File: config.mk
export PLATFORM = sky130hd
export DESIGN_NAME = leak_hypo_gen
export DESIGN_NICKNAME = d
export VERILOG_FILES = /design/src/rtl/lhg_pkg.sv /design/src/rtl/lhg_remap.sv /design/src/rtl/lhg_unround.sv /design/src/rtl/lhg_score.sv /design/src/rtl/leak_hypo_gen.sv
export SDC_FILE = /design/constraint.sdc
export NUM_CORES = 1
export LEC_CHECK = 0
export BUFFER_PORTS_ARGS = -buffer_cell sky130_fd_sc_hd__buf_2
export CAP_MARGIN = 20
export CORE_AREA = 2 2 194 196
export DETAILED_ROUTE_END_ITERATION = 10
export DIE_AREA = 0 0 196 198
export PLACE_DENSITY = 0.66
export SLEW_MARGIN = 20
export SYNTH_ARGS = -nofsm -noshare
export SYNTH_HDL_FRONTEND = slang
export SYNTH_SLANG_ARGS = --single-unit
File: constraint.sdc
create_clock -name clk -period 46.6 [get_ports clk]
set_clock_uncertainty 0.1 [all_clocks]
set_input_delay 0 -clock clk [delete_from_list [all_inputs] [get_ports clk]]
set_output_delay 0 -clock clk [all_outputs]
set_load 0.01 [all_outputs]
File: src/rtl/lhg_pkg.sv
package lhg_pkg;

    localparam int BYTE_W   = 8;
    localparam int ROWS     = 4;
    localparam int COLS     = 4;
    localparam int N_BYTES  = ROWS * COLS;
    localparam int POS_W    = $clog2(N_BYTES);
    localparam int ROW_W    = $clog2(ROWS);
    localparam int CT_W     = N_BYTES * BYTE_W;
    localparam int CNT_W    = $clog2(BYTE_W + 1);
    localparam int RISE_WT  = 2;
    localparam int FALL_WT  = 3;
    localparam int PRED_MAX = FALL_WT * BYTE_W;
    localparam int PRED_W   = $clog2(PRED_MAX + 1);

    typedef logic [BYTE_W-1:0] byte_t;

    typedef enum logic [1:0] {
        LM_WEIGHT = 2'b00,
        LM_DIST   = 2'b01,
        LM_SWITCH = 2'b10,
        LM_RSV    = 2'b11
    } lmode_e;

    typedef struct packed {
        logic   valid;
        lmode_e mode;
        byte_t  rec;
        byte_t  tgt;
    } stage_t;

    function automatic byte_t rotl(input byte_t v, input int n);
        return byte_t'((v << n) | (v >> (BYTE_W - n)));
    endfunction

    function automatic byte_t gf_mul(input byte_t a, input byte_t b);
        byte_t acc;
        byte_t aa;
        acc = '0;
        aa  = a;
        for (int i = 0; i < BYTE_W; i++) begin
            if (b[i]) acc = acc ^ aa;
            aa = aa[7] ? byte_t'((aa << 1) ^ 8'h1b) : byte_t'(aa << 1);
        end
        return acc;
    endfunction

    // multiplicative inverse as x^254; zero maps to zero
    function automatic byte_t gf_inv(input byte_t x);
        byte_t r;
        byte_t p;
        r = 8'h01;
        p = x;
        for (int i = 0; i < BYTE_W; i++) begin
            if (i != 0) r = gf_mul(r, p);
            p = gf_mul(p, p);
        end
        return r;
    endfunction

    function automatic byte_t inv_sub(input byte_t y);
        byte_t t;
        t = rotl(y, 1) ^ rotl(y, 3) ^ rotl(y, 6) ^ 8'h05;
        return gf_inv(t);
    endfunction

    function automatic logic [CNT_W-1:0] ones(input byte_t v);
        logic [CNT_W-1:0] n;
        n = '0;
        for (int i = 0; i < BYTE_W; i++) n = n + CNT_W'(v[i]);
        return n;
    endfunction

endpackage

File: src/rtl/lhg_remap.sv
module lhg_remap
    import lhg_pkg::*;
(
    input  logic [CT_W-1:0]  ct,
    input  logic [POS_W-1:0] pos,
    output byte_t            src_byte,
    output byte_t            tgt_byte
);
    localparam int COL_W = POS_W - ROW_W;

    logic [ROW_W-1:0] row;
    logic [COL_W-1:0] col;
    logic [COL_W-1:0] src_col;
    logic [POS_W-1:0] src_idx;

    always_comb begin
        row      = pos[ROW_W-1:0];
        col      = pos[POS_W-1:ROW_W];
        // forward rotation moved row r left by r; undo by stepping back r columns
        src_col  = col - COL_W'(row);
        src_idx  = {src_col, row};
        src_byte = ct[BYTE_W*src_idx +: BYTE_W];
        tgt_byte = ct[BYTE_W*pos +: BYTE_W];
    end

endmodule

File: src/rtl/lhg_unround.sv
module lhg_unround
    import lhg_pkg::*;
(
    input  logic   clk,
    input  logic   rst,
    input  logic   in_valid,
    input  lmode_e mode,
    input  byte_t  src_byte,
    input  byte_t  tgt_byte,
    input  byte_t  key_guess,
    output stage_t s1
);

    always_ff @(posedge clk) begin
        if (rst) begin
            s1 <= '0;
        end else begin
            s1.valid <= in_valid;
            s1.mode  <= mode;
            s1.rec   <= inv_sub(src_byte ^ key_guess);
            s1.tgt   <= tgt_byte;
        end
    end

    assert_stage_fill_R1: assert property (@(posedge clk) disable iff (rst)
        in_valid |=> s1.valid);
    assert_stage_idle_R1: assert property (@(posedge clk) disable iff (rst)
        !in_valid |=> !s1.valid);

endmodule

File: src/rtl/lhg_score.sv
module lhg_score
    import lhg_pkg::*;
(
    input  logic              clk,
    input  logic              rst,
    input  stage_t            s1,
    output logic              out_valid,
    output logic [PRED_W-1:0] pred,
    output byte_t             round_in
);
    localparam logic [PRED_W-1:0] W_RISE = PRED_W'(RISE_WT);
    localparam logic [PRED_W-1:0] W_FALL = PRED_W'(FALL_WT);

    logic [CNT_W-1:0]  n_set, n_diff, n_rise, n_fall;
    logic [PRED_W-1:0] score;

    always_comb begin
        n_set  = ones(s1.rec);
        n_diff = ones(s1.rec ^ s1.tgt);
        n_rise = ones(~s1.rec & s1.tgt);
        n_fall = ones(s1.rec & ~s1.tgt);
        unique case (s1.mode)
            LM_WEIGHT: score = PRED_W'(n_set);
            LM_DIST:   score = PRED_W'(n_diff);
            LM_SWITCH: score = W_RISE * PRED_W'(n_rise) + W_FALL * PRED_W'(n_fall);
            default:   score = '0;
        endcase
    end

    always_ff @(posedge clk) begin
        if (rst) begin
            out_valid <= 1'b0;
            pred      <= '0;
            round_in  <= '0;
        end else begin
            out_valid <= s1.valid;
            pred      <= s1.valid ? score : '0;
            round_in  <= s1.valid ? s1.rec : '0;
        end
    end

    assert_out_follow_R1: assert property (@(posedge clk) disable iff (rst)
        s1.valid |=> out_valid);
    assert_reserved_zero_R7: assert property (@(posedge clk) disable iff (rst)
        (s1.valid && s1.mode == LM_RSV) |=> (out_valid && pred == '0));
    assert_weight_bound_R4: assert property (@(posedge clk) disable iff (rst)
        (s1.valid && s1.mode == LM_WEIGHT) |=> pred <= PRED_W'(BYTE_W));
    assert_dist_bound_R5: assert property (@(posedge clk) disable iff (rst)
        (s1.valid && s1.mode == LM_DIST) |=> pred <= PRED_W'(BYTE_W));
    assert_equal_zero_R6: assert property (@(posedge clk) disable iff (rst)
        (s1.valid && s1.mode == LM_SWITCH && s1.rec == s1.tgt) |=> pred == '0);
    assert_no_overflow_R8: assert property (@(posedge clk) disable iff (rst)
        pred <= PRED_W'(PRED_MAX));
    assert_idle_quiet_R8: assert property (@(posedge clk) disable iff (rst)
        !out_valid |-> (pred == '0 && round_in == '0));

endmodule

File: src/rtl/leak_hypo_gen.sv
module leak_hypo_gen
    import lhg_pkg::*;
(
    input  logic              clk,
    input  logic              rst,
    input  logic              in_valid,
    input  logic [CT_W-1:0]   ct,
    input  logic [7:0]        key_guess,
    input  logic [POS_W-1:0]  pos,
    input  logic [1:0]        mode,
    output logic              out_valid,
    output logic [PRED_W-1:0] pred,
    output logic [7:0]        round_in
);
    byte_t  src_byte, tgt_byte;
    stage_t s1;
    lmode_e mode_e;

    assign mode_e = lmode_e'(mode);

    lhg_remap u_remap (
        .ct       (ct),
        .pos      (pos),
        .src_byte (src_byte),
        .tgt_byte (tgt_byte)
    );

    lhg_unround u_unround (
        .clk       (clk),
        .rst       (rst),
        .in_valid  (in_valid),
        .mode      (mode_e),
        .src_byte  (src_byte),
        .tgt_byte  (tgt_byte),
        .key_guess (key_guess),
        .s1        (s1)
    );

    lhg_score u_score (
        .clk       (clk),
        .rst       (rst),
        .s1        (s1),
        .out_valid (out_valid),
        .pred      (pred),
        .round_in  (round_in)
    );

endmodule

==> load_flow_metrics.sql <==
INSERT INTO impl_metrics (metric_group, metric, value, unit) VALUES
('status', 'status', 'completed', ''),
('worst_hold_path', 'worstHoldEndpoint', 'u_unround.s1[12]', ''),
('critical_path', 'reg2reg_slack', '41.52', 'ns'),
('die', 'vertical_die_dimension', '198', 'um'),
('die', 'floorplan.die_area', '38810', 'sq um'),
('critical_path', 'regToRegStartpoint', 'u_unround.s1[8]', ''),
('routing', 'routed_via_count', '17820', ''),
('timing', 'timing.final.crit_share', '42.91', '%'),
('critical_path', 'critPathMostFrequentCell', 'sky130_fd_sc_hd__xnor2_1', ''),
('worst_hold_path', 'path_class_of_the_lowest_slack_min_delay_path', 'input port to register', ''),
('routing', 'route.detailed.vias_per_inst', '6.092', ''),
('routing', 'avgRoutedWirePerCell', '19.26', 'um'),
('timing', 'hold_viol', '0', ''),
('timing', 'timing_worst_slew_pin_value', '1.043', 'ns'),
('critical_path', 'r2r-end', 'u_score.pred[4]', ''),
('clocking', 'htree_levels', '2', ''),
('routing', 'drtAntennaViolNets', '0', ''),
('global_routing', 'busiest_layer', 'met2', ''),
('global_routing', 'grt_max_degree', '34', ''),
('global_routing', 'grt_antenna_before_repair', '0', ''),
('timing', 'max-slew-margin-rel', '30.15', '%'),
('run', 'cap_violations', '0', ''),
('synthesis', 'combined_area_of_all_synthesized_cells', '18200', 'sq um'),
('layout', 'final_nets', '2652', ''),
('synthesis', 'yosys.area.top_type', 'sky130_fd_sc_hd__xnor2_1', ''),
('critical_path', 'cpMaxStageDelayCell', 'sky130_fd_sc_hd__xnor3_1', ''),
('synthesis', 'synth_cell_type_count', '114', ''),
('timing', 'achievable-frequency', '50.01', 'MHz'),
('synthesis', 'prevailing_post_synth_register_cell', 'sky130_fd_sc_hd__dfxtp_1', ''),
('global_routing', 'grt_first_pass_wirelength', '91370', 'um'),
('global_routing', 'first_global_vias', '16904', ''),
('global_routing', 'grt_use_met2', '49.65', '%'),
('synthesis', 'syn_inst', '2366', ''),
('clocking', 'clk_lat_worst_skew', '0.28', 'ns'),
('critical_path', 'crit_required', '46.71', 'ns'),
('clocking', 'post_cts_buffers', '0', ''),
('clocking', 'path_clk_slew', '0.06', 'ns'),
('die', 'io-pin-count', '159', ''),
('routing', 'drt_pass1_iterations', '6', ''),
('clocking', 'tritoncts', 'done', ''),
('synthesis', 'synth_commonest_cells', 'sky130_fd_sc_hd__xnor2_1 (396), sky130_fd_sc_hd__nor2_1 (313), sky130_fd_sc_hd__nand2_1 (217)', ''),
('clocking', 'numCtsBuffers', '5', ''),
('synthesis', 'synthTopCellsByArea', 'sky130_fd_sc_hd__xnor2_1 (19%), sky130_fd_sc_hd__nor2_1 (6.5%), sky130_fd_sc_hd__mux4_2 (6.4%)', ''),
('timing', 'drv_slew', '0', ''),
('synthesis', 'synth_seq_area_share', '3.629', '%'),
('die', 'floorplan.core_area', '36960', 'sq um'),
('place', 'gp_congestion', '0.9691', ''),
('synthesis', 'postSynthRegisterBits', '33', ''),
('layout', 'antennaDiodeCount', '0', ''),
('timing', 'rsz0062_at_grt', 'no', ''),
('global_routing', 'grt_resource_usage_total', '28.47', '%'),
('timing', 'finalSetupTns', '0', 'ns'),
('synthesis', 'synth_enable_flop_cells', '0', ''),
('critical_path', 'path_max_fanout', '33', ''),
('die', 'chipWidth', '196', 'um'),
('critical_path', 'cp.arrival', '20.11', 'ns'),
('synthesis', 'post_synth.cell_area_avg', '7.693', 'sq um'),
('critical_path', 'biggest_cell_delay_along_the_critical_path', '0.82', 'ns'),
('clocking', 'cts.root.buffer_cell', 'sky130_fd_sc_hd__clkbuf_16', ''),
('synthesis', 'mappedNetlistNets', '2568', ''),
('place', 'detailedPlacementHpwl', '43110', 'um'),
('global_routing', 'gr-total-overflow', '0', ''),
('worst_hold_path', 'worstHoldStart', 'rst', ''),
('clocking', 'cts.sink_count', '33', ''),
('timing', 'fin_crit', '19.99', 'ns'),
('worst_hold_path', 'worstHoldPathCells', '2', ''),
('timing', 'setup_violations', '0', ''),
('critical_path', 'timing.setup.critical_path_class', 'input port to register', ''),
('critical_path', 'setup.worst_path.end_class', 'register', ''),
('place', 'count_of_port_buffers_added_during_placement', '158', ''),
('routing', 'remaining_drc_errors', '0', '');
[layout make-up]
| class | count | area [sq um] |
|---|---|---|
| multi-input cells | 2111 | 16750 |
| clock inverters | 3 | 17.52 |
| inverters | 75 | 281.5 |
| repair buffers | 224 | 1294 |
| fillers | 3607 | 17240 |
| flip-flops and latches | 33 | 660.6 |
| clock buffers | 5 | 125.1 |
| well taps | 474 | 593.1 |
[per-stage QoR]
step	cell area (sq um)	setup slack, ns	util (%)	std cells	hold WS (ns)
4_1_cts	19690	26.44	53.29	2925	0.04847
3_3_place_gp	19510	26.55	52.80	2914	0.1212
3_5_place_dp	19520	26.25	52.82	2914	0.1303
6_report	19720	26.61	53.36	2925	0.04360
2_1_floorplan	18200	29.41	-	2366	0.02818
5_1_grt	19720	25.30	53.36	2925	0.06898
[worst max path at each step]
| stage | from | endpoint | slack [ns] | depth (start not counted) |
|---|---|---|---|---|
| finish | pos[1] | u_unround.s1[13] | 26.61 | 57 |
| global route | pos[0] | u_unround.s1[13] | 25.30 | 59 |
| CTS | pos[0] | u_unround.s1[13] | 26.44 | 59 |
| detailed placement | pos[0] | u_unround.s1[13] | 26.25 | 59 |
| global placement | pos[0] | u_unround.s1[13] | 26.55 | 59 |
| floorplan | pos[2] | u_unround.s1[14] | 29.41 | 67 |
[routing by layer]
layer	wire, um	part of all wire [%]
met1	24580	44
met2	27470	49
met3	3438	6.1
met4	858	1.5
met5	0	0
[critical path: cells and delay by family]
family | cells | cell delay [ns]
AO/OA/AOI/OAI | 6 | 1.05
XOR/XNOR | 34 | 14.05
adder cells (fa/ha/maj) | 3 | 1.26
buffers and inverters | 4 | 1.22
multiplexers | 3 | 1.21
AND/OR/NAND/NOR | 7 | 1.24
[what timing repair did]
item,in CTS,in global routing
gates resized for setup,0,0
hold endpoints to repair,3,0
setup endpoints to repair,0,0
hold buffers,3,0
[state kept, by name, indices dropped and copies added (netlist names)]
signal and cells:
u_score.out_valid 1, u_score.pred 5, u_score.round_in 8, u_unround.s1 19
[cells in the final DEF, fill, tap and decap left out, types with 30 or more instances in the layout]
master / n
sky130_fd_sc_hd__nand3_1: 65
sky130_fd_sc_hd__a21oi_1: 111
sky130_fd_sc_hd__o211ai_1: 30
sky130_fd_sc_hd__o21ai_0: 90
sky130_fd_sc_hd__xnor2_1: 379
sky130_fd_sc_hd__mux4_2: 52
sky130_fd_sc_hd__ha_1: 37
sky130_fd_sc_hd__mux2i_1: 36
sky130_fd_sc_hd__o22ai_1: 31
sky130_fd_sc_hd__nor2_1: 313
sky130_fd_sc_hd__xnor3_1: 51
sky130_fd_sc_hd__buf_4: 63
sky130_fd_sc_hd__nand2_1: 217
sky130_fd_sc_hd__buf_2: 158
sky130_fd_sc_hd__dfxtp_1: 33
sky130_fd_sc_hd__nor3_1: 74
sky130_fd_sc_hd__xnor2_2: 50
sky130_fd_sc_hd__inv_1: 69
sky130_fd_sc_hd__xor2_1: 112
[kinds of logic (layout without fill, tap and decap cells)]
family / count (synthesis) / count (layout) / share of synthesized area (%)
buffers and inverters: 222 / 307 / 5.245
adder cells (fa/ha/maj): 58 / 58 / 4.805
XOR/XNOR: 626 / 626 / 37.66
flip-flops: 33 / 33 / 3.629
AO/OA/AOI/OAI: 483 / 483 / 18.20
multiplexers: 99 / 99 / 9.115
AND/OR/NAND/NOR: 845 / 845 / 21.35
Power is left out: the tool's default activity adds up to more than one toggle a clock period on the data nets, which glitch-free logic cannot reach.
